**config.mk**
```make
export PLATFORM = sky130hd
export DESIGN_NAME = xcvr_bidir_latched
export DESIGN_NICKNAME = d
export VERILOG_FILES = /design/src/rtl/xcvr_pkg.sv /design/src/rtl/xcvr_ctl_decode.sv /design/src/rtl/xcvr_store.sv /design/src/rtl/xcvr_path.sv /design/src/rtl/xcvr_bidir_latched.sv
export SDC_FILE = /design/constraint.sdc
export NUM_CORES = 1
export LEC_CHECK = 0
export ABC_AREA = 1
export BUFFER_PORTS_ARGS = -buffer_cell sky130_fd_sc_hd__buf_4
export CORE_MARGIN = 2
export CORE_UTILIZATION = 41
export CTS_CLUSTER_DIAMETER = 40
export DETAILED_ROUTE_END_ITERATION = 12
export PLACE_DENSITY = 0.77
export SLEW_MARGIN = 20
export SYNTH_ARGS = -nofsm -noshare
export SYNTH_HDL_FRONTEND = slang
export SYNTH_SLANG_ARGS = --single-unit
```
**constraint.sdc**
```tcl
create_clock -name clk -period 1.24 [get_ports clk]
set_input_delay 0.062 -clock clk [delete_from_list [all_inputs] [get_ports clk]]
set_output_delay 0.062 -clock clk [all_outputs]
set_load 0.02 [all_outputs]
```
**src/rtl/xcvr_pkg.sv**
```systemverilog
// Shared types for the held-data bus transceiver.
// Assumes: each path is controlled by one select, one hold and one drive bit, all active low.
package xcvr_pkg;

    // The three active-low controls of one storage path.
    typedef struct packed {
        logic sel_n;
        logic hold_n;
        logic drive_n;
    } xcvr_ctl_t;

    // What a path's store does at the next rising edge.
    typedef enum logic [1:0] {
        STORE_CLEAR = 2'd0,
        STORE_OFF   = 2'd1,
        STORE_HOLD  = 2'd2,
        STORE_LOAD  = 2'd3
    } store_mode_e;

    localparam int unsigned NUM_PATHS = 2;
    localparam int unsigned PATH_FWD  = 0;
    localparam int unsigned PATH_RET  = 1;

endpackage

```
**src/rtl/xcvr_ctl_decode.sv**
```systemverilog
// Control decoder for one storage path.
// Turns the three active-low controls and the reset into a store action and a drive enable.
// Assumes: reset takes priority over every other control; deselection wins over hold and load.
module xcvr_ctl_decode
    import xcvr_pkg::*;
(
    input  logic        rst_n,
    input  xcvr_ctl_t   ctl,
    output store_mode_e mode,
    output logic        drv_en
);

    // Pick the store action for the next edge.
    always_comb begin
        if (!rst_n) begin
            mode = STORE_CLEAR;
        end else if (ctl.sel_n) begin
            mode = STORE_OFF;
        end else if (ctl.hold_n) begin
            mode = STORE_HOLD;
        end else begin
            mode = STORE_LOAD;
        end
    end

    // Drive the destination side only when selected, asked to drive and out of reset.
    always_comb begin
        drv_en = rst_n && !ctl.sel_n && !ctl.drive_n;
    end

endmodule

```
**src/rtl/xcvr_store.sv**
```systemverilog
// Data store for one path, parameterised in width.
// Loads, clears or keeps its contents on each rising edge, as the decoded mode says.
// Assumes: the clear action carries the synchronous reset.
module xcvr_store
    import xcvr_pkg::*;
#(
    parameter int unsigned WIDTH = 8
) (
    input  logic             clk,
    input  store_mode_e      mode,
    input  logic [WIDTH-1:0] d,
    output logic [WIDTH-1:0] q
);

    // Update the stored word on each rising edge.
    always_ff @(posedge clk) begin
        case (mode)
            STORE_CLEAR: q <= '0;
            STORE_LOAD:  q <= d;
            default:     q <= q;
        endcase
    end

endmodule

```
**src/rtl/xcvr_path.sv**
```systemverilog
// One direction of the transceiver: a control decoder plus a data store.
// The output word always shows the store. The drive enable says whether the destination bus is driven.
// Assumes: the controls and the data are synchronous to clk.
module xcvr_path
    import xcvr_pkg::*;
#(
    parameter int unsigned WIDTH = 8
) (
    input  logic             clk,
    input  logic             rst_n,
    input  xcvr_ctl_t        ctl,
    input  logic [WIDTH-1:0] src,
    output logic [WIDTH-1:0] q,
    output logic             drv_en
);

    store_mode_e mode;

    xcvr_ctl_decode u_dec (
        .rst_n  (rst_n),
        .ctl    (ctl),
        .mode   (mode),
        .drv_en (drv_en)
    );

    xcvr_store #(.WIDTH(WIDTH)) u_store (
        .clk  (clk),
        .mode (mode),
        .d    (src),
        .q    (q)
    );

    // a deselected path keeps its stored word.
    assert_hold_desel_R3: assert property (@(posedge clk) disable iff (!rst_n)
        ctl.sel_n |=> $stable(q));

    // a selected path with hold requested keeps its stored word.
    assert_hold_req_R4: assert property (@(posedge clk) disable iff (!rst_n)
        (!ctl.sel_n && ctl.hold_n) |=> $stable(q));

    // a selected, non-holding path takes the source word.
    assert_load_R2: assert property (@(posedge clk) disable iff (!rst_n)
        (!ctl.sel_n && !ctl.hold_n) |=> (q == $past(src)));

    // the drive enable is never raised without select and drive request.
    assert_drive_gate_R5: assert property (@(posedge clk) disable iff (!rst_n)
        drv_en |-> (!ctl.sel_n && !ctl.drive_n));

endmodule

```
**src/rtl/xcvr_bidir_latched.sv**
```systemverilog
// Top level of the held-data bus transceiver.
// Two xcvr_path instances: the forward path stores side A and presents to side B; the return path does the reverse.
// Assumes: the bus sides are split into in, out and output-enable; high impedance is oe = 0.
module xcvr_bidir_latched
    import xcvr_pkg::*;
#(
    parameter int unsigned WIDTH = 8
) (
    input  logic             clk,
    input  logic             rst_n,
    input  logic [WIDTH-1:0] a_in,
    output logic [WIDTH-1:0] a_out,
    output logic             a_oe,
    input  logic [WIDTH-1:0] b_in,
    output logic [WIDTH-1:0] b_out,
    output logic             b_oe,
    input  logic             fwd_sel_n,
    input  logic             fwd_hold_n,
    input  logic             fwd_drive_n,
    input  logic             ret_sel_n,
    input  logic             ret_hold_n,
    input  logic             ret_drive_n,
    output logic             contention
);

    xcvr_ctl_t [NUM_PATHS-1:0]             ctl_v;
    logic      [NUM_PATHS-1:0][WIDTH-1:0] src_v;
    logic      [NUM_PATHS-1:0][WIDTH-1:0] q_v;
    logic      [NUM_PATHS-1:0]            drv_v;

    // Route the controls and source words of both directions into indexed arrays.
    always_comb begin
        ctl_v[PATH_FWD] = '{sel_n: fwd_sel_n, hold_n: fwd_hold_n, drive_n: fwd_drive_n};
        ctl_v[PATH_RET] = '{sel_n: ret_sel_n, hold_n: ret_hold_n, drive_n: ret_drive_n};
        src_v[PATH_FWD] = a_in;
        src_v[PATH_RET] = b_in;
    end

    for (genvar p = 0; p < NUM_PATHS; p++) begin : g_path
        xcvr_path #(.WIDTH(WIDTH)) u_path (
            .clk    (clk),
            .rst_n  (rst_n),
            .ctl    (ctl_v[p]),
            .src    (src_v[p]),
            .q      (q_v[p]),
            .drv_en (drv_v[p])
        );
    end

    // Present each store on its destination side and flag a double drive.
    always_comb begin
        b_out      = q_v[PATH_FWD];
        b_oe       = drv_v[PATH_FWD];
        a_out      = q_v[PATH_RET];
        a_oe       = drv_v[PATH_RET];
        contention = drv_v[PATH_FWD] & drv_v[PATH_RET];
    end

    // neither side is driven during reset.
    always_comb begin
        if (rst_n === 1'b0) begin
            assert_no_drive_in_reset_R1: assert (!a_oe && !b_oe);
        end
    end

endmodule

```
Word-level counts from Yosys, hierarchy flattened
Cells that the tools add are included.
Word-level totals
  flip-flop bits (word level): 16
  input port bits: 24
  output and inout port bits: 19
Cells by class
  equality and inequality tests: 2
  muxes and demuxes: 8
  bitwise logic cells: 1
  reduce and logical (&&, ||, !) cells: 12
Operator list (number)
  case mux 8 bit (2 select lines): 2
  two-way mux 2 bit: 4
  == test 2 bit (second input constant): 2
  logical AND 1 bit: 4
  logical NOT 1 bit: 4
  logical NOT 2 bit: 2
  nonzero test 2 bit: 2
  two-way mux 1 bit: 2
  bitwise AND 1 bit: 1

Longest topological paths before layout
Gate-level depths: netlist (run 1).
  word-level depth: 5
  gate-level depth with buffers: 6
  gate-level depth less buffers: 5

Modules after synthesis
A second synthesis (run 1) with hierarchy kept.
Second synthesis, totals
  cell total of the unflattened synthesis: 68
  area, all modules: 715.7 µm²
By module, submodules not included
  xcvr_store: times used 2, cells each 27, area an instance 321.6 µm², sequential area each 240.2 µm²
  xcvr_ctl_decode: times used 2, cells each 6, area an instance 32.5 µm², sequential area each 0.0 µm²
  xcvr_bidir_latched: times used 1, cells each 2, area an instance 7.5 µm², sequential area each 0.0 µm²

Worst setup path after synthesis (run 1)
No wires, ideal clock.
  path kind: input to register
  start point: input port rst_n
  end point: register g_path[1].u_path.u_store.q[0], enable pin
  library setup time: 0.324 ns
  arrival time: 0.648 ns
  setup slack: 0.268 ns
  stages on the path: 4
  buffers on the path: 0
  cell sequence: inv_1 a21oi_1 ha_1 inv_1
On the way
  longest elaborated chain between the ends: 3
RTL lines
  start, declared: line xcvr_bidir_latched.sv:10  | input logic rst_n,
  two-way mux 2 bit *: line xcvr_ctl_decode.sv:15  | if (!rst_n) begin
  == test 2 bit / logical NOT 2 bit (equally long branches): line xcvr_store.sv:17  | case (mode)
  nonzero test 2 bit (no source line) *
  end signal, assigned: line xcvr_store.sv:20  | default: q <= q;
  end, declared: line xcvr_store.sv:12  | output logic [WIDTH-1:0] q
Mark *: on every way between the ends. The rest lies on a longest branch, timed or not.
A chain may end at the register's enable or synchronous reset.

Worst setup path in the final report (run 1)
  start point: input port rst_n
  end point: register g_path[1].u_path.u_store.q[1], enable pin
Same word-level chain as after synthesis.

==> results of run 1 <==
cells in the mapped netlist:
| library cell | number |
|---|---|
| inv_1 | 24 |
| edfxtp_1 | 16 |
| nand2_1 | 16 |
| nor2_1 | 3 |
| a21oi_1 | 2 |
| buf_2 | 2 |
| ha_1 | 2 |
| nand3_1 | 1 |
| nand3b_1 | 1 |
stage by stage:
stage               cell area (um2)  instances  hold slack [ps]  util [%]
floorplan                       699         67              230         -
global placement               1020        123              317      65.7
detailed placement             1020        123              323      65.7
CTS                            1050        126             35.4      67.2
global route                   1050        126             31.2      67.2
finish                         1050        126             37.1      67.2
power by group through the flow:
stage	combinational [uW]	clock (uW)	sequential (uW)
global route	331	285	698
floorplan	48.2	0	796
detailed placement	315	0	705
CTS	315	263	693
global placement	307	0	702
finish	312	259	692
cells by family after synthesis:
logic type	share of synthesized area (%)
buffers and inverters	14.3
and+or+nand+nor	12.0
DFF	68.7
AOI/OAI and AO/OA	1.43
adders and majority gates	3.58
worst paths after layout:
kind                    start                       endpoint  cells after the start
worst max-delay path    rst_n  g_path[1].u_path.u_store.q[1]                      5
worst min-delay path  a_in[2]  g_path[0].u_path.u_store.q[2]                      3
area by class of cell:
type | count | area (um2) | area share (%)
flip-flops and latches | 16 | 480 | 45.9
inverters | 24 | 90.1 | 8.60
repair buffers | 42 | 315 | 30.1
well taps | 16 | 20.0 | 1.91
clock buffers | 3 | 22.5 | 2.15
multi-input cells | 25 | 119 | 11.4
tightest hold or removal path, delay by kind of cell:
family	cells	cell delay [ps]
buf+inv	2	110
simple gates	1	40
per-layer routing:
layer / wire [um] / up-vias
li1: - / 285
met1: 484 / 243
met2: 779 / 24
met3: 85 / 2
met4: 12 / 0
met5: 0 / -
==> flow_metrics.tcl, run 1 <==
set metrics [dict create \
    critical-path-top-delay-family "buffers and inverters" \
    maxSlewHeadroom_pct 79.4 \
    switching_share_pct 26.5 \
    drt-total-wl_um 1360 \
    regMostFlops "g_path.u_path.u_store.q" \
    routabilityCongestion 0.653 \
    vias_per_cell 4.40 \
    p_sw_uw 335 \
    syn_inst 67 \
    cts.path.max_buffers 2 \
    period_minus_slack_ps 912 \
    hold_viol_final 0 \
    grt_pass1_wl_um 1950 \
    p_comb_share_pct 24.7 \
    numCtsBuffers 3 \
    tritoncts "built" \
    layout_common_cells "buf_4, inv_1, nand2_1, edfxtp_1" \
    worst-setup-path-type "in -> reg" \
    rsz0062_at_grt "no" \
    dp_hpwl_um 1110 \
    drive_gt1_share_pct 40.9 \
    use_met1_pct 13.2 \
    core_area_mm2 0.00156 \
    cts_hold_buffers 0 \
    drt-pass1-iter-count 4 \
    drt_iter0_markers 7 \
    critPathSlowestCell "ha_1" \
    yosysWarnings 0 \
    overflow 0 \
    p_leak_uw 0.000621 \
    final_common_cell "buf_4" \
    final_net_count 138 \
    num-fill-cells 121 \
    antenna_found_initial 0 \
    grt_max_degree 9 \
    power_frac_clock_pct 20.5 \
    cp_max_fo 8 \
    power_density_mw_per_mm2 1210 \
    port_buffers 42 \
    htree_levels 1 \
    biggestRegsByFlops "g_path.u_path.u_store.q (16)" \
    slew_viol_final 0 \
    ys_seq_area_share_pct 68.7 \
    place_ws_ps 45.5 \
    wire_per_inst_um 10.8 \
    cts.sinks 16 \
    drc 0 \
    grt_use_met3_pct 2.40 \
    hp-class "in -> reg" \
    max_stage_delay_ps 290 \
    synth.largest_area_cell "edfxtp_1" \
    crit_buf_inv 3 \
    max_freq_ghz 1.10 \
    grt_usage_pct 13.7 \
    drv_cap 0 \
    post_cts_buffers 0 \
    ant_nets 0 \
    required_ps 1190 \
    setup_ws_ps 328 \
    p_int_uw 928 \
    die_area_mm2 0.00205 \
    cp_cell_sequence "buf_4, inv_1, a21oi_1, ha_1, inv_1" \
    syn-num-nets 93 \
    path_clk_slew_ps 90 \
    setup_viol 0 \
    critPathArrivalTime_ps 860 \
    syn_avg_cell_area_um2 10.4 \
    min_period_over_period_pct 73.5 \
    crit_top_cell "inv_1" \
    synthesis.area_um2 699 \
    io_pins 43 \
    ys_seq_elements 16 \
    start_util_pct 44.9 \
    yosysUniqueCellTypes 9 \
    power_frac_seq_pct 54.8 \
    endpoint_kind "flop" \
    grt_most_used_layer "met2" \
    worstMarginPinSlew_ps 308 \
    die_y_um 45.3 \
    dieWidth_um 45.3 \
    grt_use_met2_pct 26.3 \
    finalPower_uw 1260 \
    largest_reg_flops 16 \
    setup_tns_ps 0 \
    vias 554 \
    cts_root_buffer "clkbuf_4" \
    ys_top_cells_by_area "edfxtp_1, inv_1, nand2_1" \
    grt_pass1_vias 482 \
    netlist.area_leader.share_pct 68.7 \
    cp-start-kind "input pin" \
    diodes 0 \
    outcome "completed" \
    post_cts_resized 0 \
    syn_to_final_growth_pct 49.7 \
    rows 14 \
    peakVddDrop_mv 0.522 \
]
(Power assumes the default switching activity.)
==> run 2, diff against run 1 <==
--- a/config.mk
+++ b/config.mk
@@ -5,13 +5,13 @@
 export SDC_FILE = /design/constraint.sdc
 export NUM_CORES = 1
 export LEC_CHECK = 0
-export ABC_AREA = 1
+export ABC_AREA = 0
 export BUFFER_PORTS_ARGS = -buffer_cell sky130_fd_sc_hd__buf_4
 export CORE_MARGIN = 2
-export CORE_UTILIZATION = 41
+export CORE_UTILIZATION = 36
 export CTS_CLUSTER_DIAMETER = 40
 export DETAILED_ROUTE_END_ITERATION = 12
-export PLACE_DENSITY = 0.77
+export PLACE_DENSITY = 0.72
 export SLEW_MARGIN = 20
 export SYNTH_ARGS = -nofsm -noshare
 export SYNTH_HDL_FRONTEND = slang
==> constraint.sdc (replaced) <==
create_clock -name clk -period 0.8 [get_ports clk]
set_input_delay 0.04 -clock clk [delete_from_list [all_inputs] [get_ports clk]]
set_output_delay 0.04 -clock clk [all_outputs]
set_load 0.02 [all_outputs]
==> flow_metrics.tcl, run 2 <==
set metrics [dict create \
    regMostFlops "g_path.u_path.u_store.q" \
    htree_levels 1 \
    drive_gt1_share_pct 57.6 \
    final_net_count 120 \
    synth.largest_area_cell "edfxtp_1" \
    hp-start "a_in[7]" \
    syn_to_final_growth_pct 68.8 \
    ys_seq_elements 16 \
    endpoint_kind "output port" \
    min_path_cells 2 \
    finalPower_uw 2050 \
    ys_top_cells_by_area "edfxtp_1, and2_1, ha_1" \
    biggestRegsByFlops "g_path.u_path.u_store.q (16)" \
    required_ps 760 \
    yosysUniqueCellTypes 9 \
    power_frac_seq_pct 53.3 \
    die_area_mm2 0.00227 \
    p_sw_uw 524 \
    netlist.area_leader.share_pct 70.1 \
    cts.sinks 16 \
    drt_iter0_markers 0 \
    drt-pass1-iter-count 1 \
    diodes 0 \
    cp_cell_sequence "buf_6" \
    die_y_um 47.6 \
    cts.path.max_buffers 2 \
    cp-start-kind "flop" \
    worstMarginPinSlew_ps 204 \
    path_clk_slew_ps 80 \
    outcome "complete, but fails checks" \
    period_minus_slack_ps 864 \
    power_frac_clock_pct 18.7 \
    vias 508 \
    grt_pass1_vias 489 \
    max_freq_ghz 1.16 \
    rows 15 \
    min_period_over_period_pct 108 \
    largest_reg_flops 16 \
    syn_inst 45 \
    crit_buf_inv 1 \
    wire_per_inst_um 11.4 \
    routabilityCongestion 0.698 \
    hold_viol_final 0 \
    synth_edf_count 16 \
    antenna_found_initial 0 \
    setup_viol 16 \
    rsz0062_at_grt "yes" \
    cts_root_buffer "clkbuf_4" \
    io_pins 43 \
    tritoncts "built" \
    synthesis.area_um2 686 \
    yosysWarnings 0 \
    worst-setup-path-type "reg -> out" \
    whs_ps 45.6 \
    p_comb_share_pct 28.0 \
    slew_viol_final 0 \
    power_density_mw_per_mm2 1770 \
    vias_per_cell 4.34 \
    critical-path-top-delay-family "flip-flops" \
    violations "negative setup slack" \
    fin_util_pct 65.6 \
    final_common_cell "buf_4" \
    drc 0 \
    setup_tns_ps -636 \
    overflow 0 \
    layout_common_cells "buf_4, buf_6, and2_1, edfxtp_1, clkbuf_4" \
    grt_max_degree 9 \
    synth_ff_type "edfxtp_1" \
    numCtsBuffers 3 \
    critPathSlowestCell "edfxtp_1" \
    maxSlewHeadroom_pct 86.4 \
    critPathArrivalTime_ps 820 \
    drv_cap 0 \
    peakVddDrop_mv 0.813 \
    p_leak_uw 0.000521 \
    hp-class "in -> reg" \
    grt_pass1_wl_um 2090 \
    synth_top_cells_by_count "and2_1, edfxtp_1, inv_1" \
    place_inst 115 \
    hold_end "g_path[0].u_path.u_store.q[7]" \
    grt_usage_pct 13.1 \
    core_area_mm2 0.00176 \
    fin_cells 117 \
    port_buffers 42 \
    syn-num-nets 71 \
    p_int_uw 1530 \
    async_reset_ff_share_pct 0 \
    drt-total-wl_um 1340 \
    start_util_pct 38.9 \
    cp_max_fo 1 \
    dieWidth_um 47.6 \
    syn_avg_cell_area_um2 15.2 \
    cts_hold_buffers 0 \
    max_stage_delay_ps 410 \
    setup_ws_ps -63.6 \
    switching_share_pct 25.5 \
    ys_seq_area_share_pct 70.1 \
    ant_nets 0 \
]
run 2: cell count changes in the layout (fill, tap and decap cells not counted), moves of 2 or more:
cell | previous run | this run
a21oi_1 | 2 | 0
and2_1 | 0 | 16
buf_4 | 42 | 26
buf_6 | 0 | 18
inv_1 | 24 | 2
nand2_1 | 16 | 0
nor2_1 | 3 | 0
nor2b_1 | 0 | 2
nor3b_4 | 0 | 2
run 2: cell type report:
cell class                      count  area [um2]
Fill cell                         142         607
Sequential cell                    16         480
Timing Repair Buffer               44         398
Multi-Input combinational cell     25         208
Tap cell                           25        31.3
Clock buffer                        3        22.5
Inverter                            4        17.5
run 2: how the worst max path moves through the flow:
stage                                  startpoint                            end  slack, ps  cells after the start
floorplan                                   rst_n  g_path[1].u_path.u_store.q[0]        -70                      3
CTS                 g_path[1].u_path.u_store.q[7]                       a_out[7]        -70                      1
global route        g_path[0].u_path.u_store.q[5]                       b_out[5]        -90                      1
detailed placement                          rst_n  g_path[1].u_path.u_store.q[3]       -270                      4
global placement                            rst_n  g_path[1].u_path.u_store.q[3]       -240                      4
finish              g_path[1].u_path.u_store.q[2]                       a_out[2]        -60                      1
run 2: what timing repair did:
action	in CTS	in global routing
gates resized for setup	17	2
setup endpoints to repair	17	25
setup buffers	0	0
pin swaps	1	1
run 2: logic make-up (layout without fill, tap and decap cells):
logic type,count (synthesis),count (layout),share of synthesized area (%)
AO/OA/AOI/OAI,2,2,2.74
adder cells (fa/ha/maj),2,2,3.65
buffers and inverters,4,51,2.19
flip-flops,16,16,70.1
AND/OR/NAND/NOR,21,21,21.4
run 2: power groups by stage:
| stage | clock, uW | sequential, uW | combinational [uW] |
|---|---|---|---|
| 6_report | 384 | 1090 | 575 |
| 4_1_cts | 387 | 1090 | 572 |
| 3_5_place_dp | 0 | 1090 | 513 |
| 5_1_grt | 408 | 1110 | 612 |
| 2_1_floorplan | 0 | 1230 | 83.1 |
| 3_3_place_gp | 0 | 1090 | 505 |
run 2: stage by stage:
step                      cell area, um2  worst slack [ps]
after floorplan                      703             -73.5
after global placement              1070              -241
after detailed placement            1070              -265
after CTS                           1150             -67.8
after global routing                1160             -88.8
final                               1160             -63.6
run 2: routing by layer:
| metal | GRT usage [%] | vias to the layer above | share of wire [%] |
|---|---|---|---|
| met5 | 0 | - | 0 |
| met4 | 7.57 | 0 | 1.4 |
| met3 | 1.13 | 2 | 5.9 |
| met2 | 23.8 | 23 | 59 |
| met1 | 15.0 | 235 | 33 |
| li1 | - | 248 | - |
==> run 3, diff against run 2 <==
--- a/config.mk
+++ b/config.mk
@@ -11,7 +11,9 @@
 export CORE_UTILIZATION = 36
 export CTS_CLUSTER_DIAMETER = 40
 export DETAILED_ROUTE_END_ITERATION = 12
+export HOLD_SLACK_MARGIN = 0.03
 export PLACE_DENSITY = 0.72
+export REMOVE_ABC_BUFFERS = 1
 export SLEW_MARGIN = 20
 export SYNTH_ARGS = -nofsm -noshare
 export SYNTH_HDL_FRONTEND = slang
==> flow_metrics.tcl, run 3 (synthesized netlist as in run 2, its figures left out) <==
set metrics [dict create \
    outcome "complete, but fails checks" \
    violations "negative setup slack" \
    die_area_mm2 0.00227 \
    rsz0062_at_grt "yes" \
    whs_ps 37.7 \
    die_y_um 47.6 \
    vias_per_cell 4.34 \
    max_stage_delay_ps 410 \
    critPathArrivalTime_ps 840 \
    hp-class "in -> reg" \
    wire_per_inst_um 11.6 \
    dp_hpwl_um 1030 \
    required_ps 760 \
    critical-path-top-delay-family "flip-flops" \
    rows 15 \
    wl_met2_um 815 \
    min_period_over_period_pct 110 \
    period_minus_slack_ps 877 \
    vias 521 \
    crit_buf_inv 1 \
    cts.sinks 16 \
    ant_nets 0 \
    cts.path.max_buffers 2 \
    maxSlewHeadroom_pct 86.5 \
    core_area_mm2 0.00176 \
    antenna_found_initial 0 \
    power_density_mw_per_mm2 1780 \
    p_leak_uw 0.000533 \
    multi_input_area_um2 196 \
    drc 0 \
    place_ws_ps -368 \
    worstMarginPinSlew_ps 202 \
    min_path_cells 2 \
    cp_cell_sequence "buf_6" \
    cp_max_fo 1 \
    max_freq_ghz 1.14 \
    start_util_pct 38.9 \
    peakVddDrop_mv 0.989 \
    post_cts_buffers 0 \
    port_buffers 42 \
    cp-start-kind "flop" \
    endpoint_kind "output port" \
    hold_viol_final 0 \
    tritoncts "built" \
    setup_ws_ps -76.7 \
    regMostFlops "g_path.u_path.u_store.q" \
    overflow 0 \
    drv_cap 0 \
    num-fill-cells 142 \
    drt-pass1-iter-count 1 \
    final_common_cell "buf_4" \
    htree_levels 1 \
    setup_tns_ps -871 \
    drt_iter0_markers 0 \
    wl_met1_um 509 \
    critPathSlowestCell "edfxtp_1" \
    path_depth 1 \
    largest_reg_flops 16 \
    grt_usage_pct 12.8 \
    biggestRegsByFlops "g_path.u_path.u_store.q (16)" \
    diodes 0 \
    cts_root_buffer "clkbuf_4" \
    dieWidth_um 47.6 \
    final_net_count 123 \
    top_layer_used "met4" \
    grt_pass1_vias 473 \
    io_pins 43 \
    syn_to_final_growth_pct 71.0 \
    seqCellArea_um2 480 \
    routabilityCongestion 0.691 \
    drt-total-wl_um 1390 \
    slew_viol_final 0 \
    worst-setup-path-type "reg -> out" \
    setup_viol 17 \
    grt_max_degree 9 \
    drive_gt1_share_pct 55.8 \
    path_clk_slew_ps 90 \
    layout_common_cells "buf_4, buf_6, and2_1, edfxtp_1, clkbuf_4" \
    numCtsBuffers 3 \
    wl_met3_um 52 \
    grt_pass1_wl_um 1910 \
]
run 3: per-stage QoR:
stage	util (%)	instances	total power, uW	area, um2
6_report	66.5	120	2080	1170
5_1_grt	66.5	120	2170	1170
4_1_cts	65.0	119	2070	1150
3_5_place_dp	59.8	115	1590	1050
3_3_place_gp	59.8	115	1580	1050
2_1_floorplan	-	45	1310	686
run 3: final cells by class:
type                            instances  area share, %
Timing Repair Buffer                   47           36.4
Tap cell                               25           2.67
Sequential cell                        16           41.0
Inverter                                4           1.28
Multi-Input combinational cell         25           16.8
Clock buffer                            3           1.92
run 3: worst paths after layout:
kind	startpoint	end	slack, ps
hold / removal	b_in[6]	g_path[1].u_path.u_store.q[6]	40
setup / recovery	g_path[1].u_path.u_store.q[1]	a_out[1]	-80
run 3: report_power, final:
group	total [uW]	switching (uW)	internal (uW)
registers	1090	47.0	1040
logic	575	260	316
clock network	416	242	175
run 3: routing by layer:
layer	GRT usage, %	vias up
met3	1.13	2
li1	-	258
met4	9.73	0
met1	13.3	242
met5	0	-
met2	23.5	19
run 3: what timing repair did:
item | in CTS | in global routing
gates resized for setup | 18 | 4
pin swaps | 1 | 1
endpoints found under the hold margin | 1 | 2
hold buffers | 1 | 2
setup endpoints to repair | 33 | 18
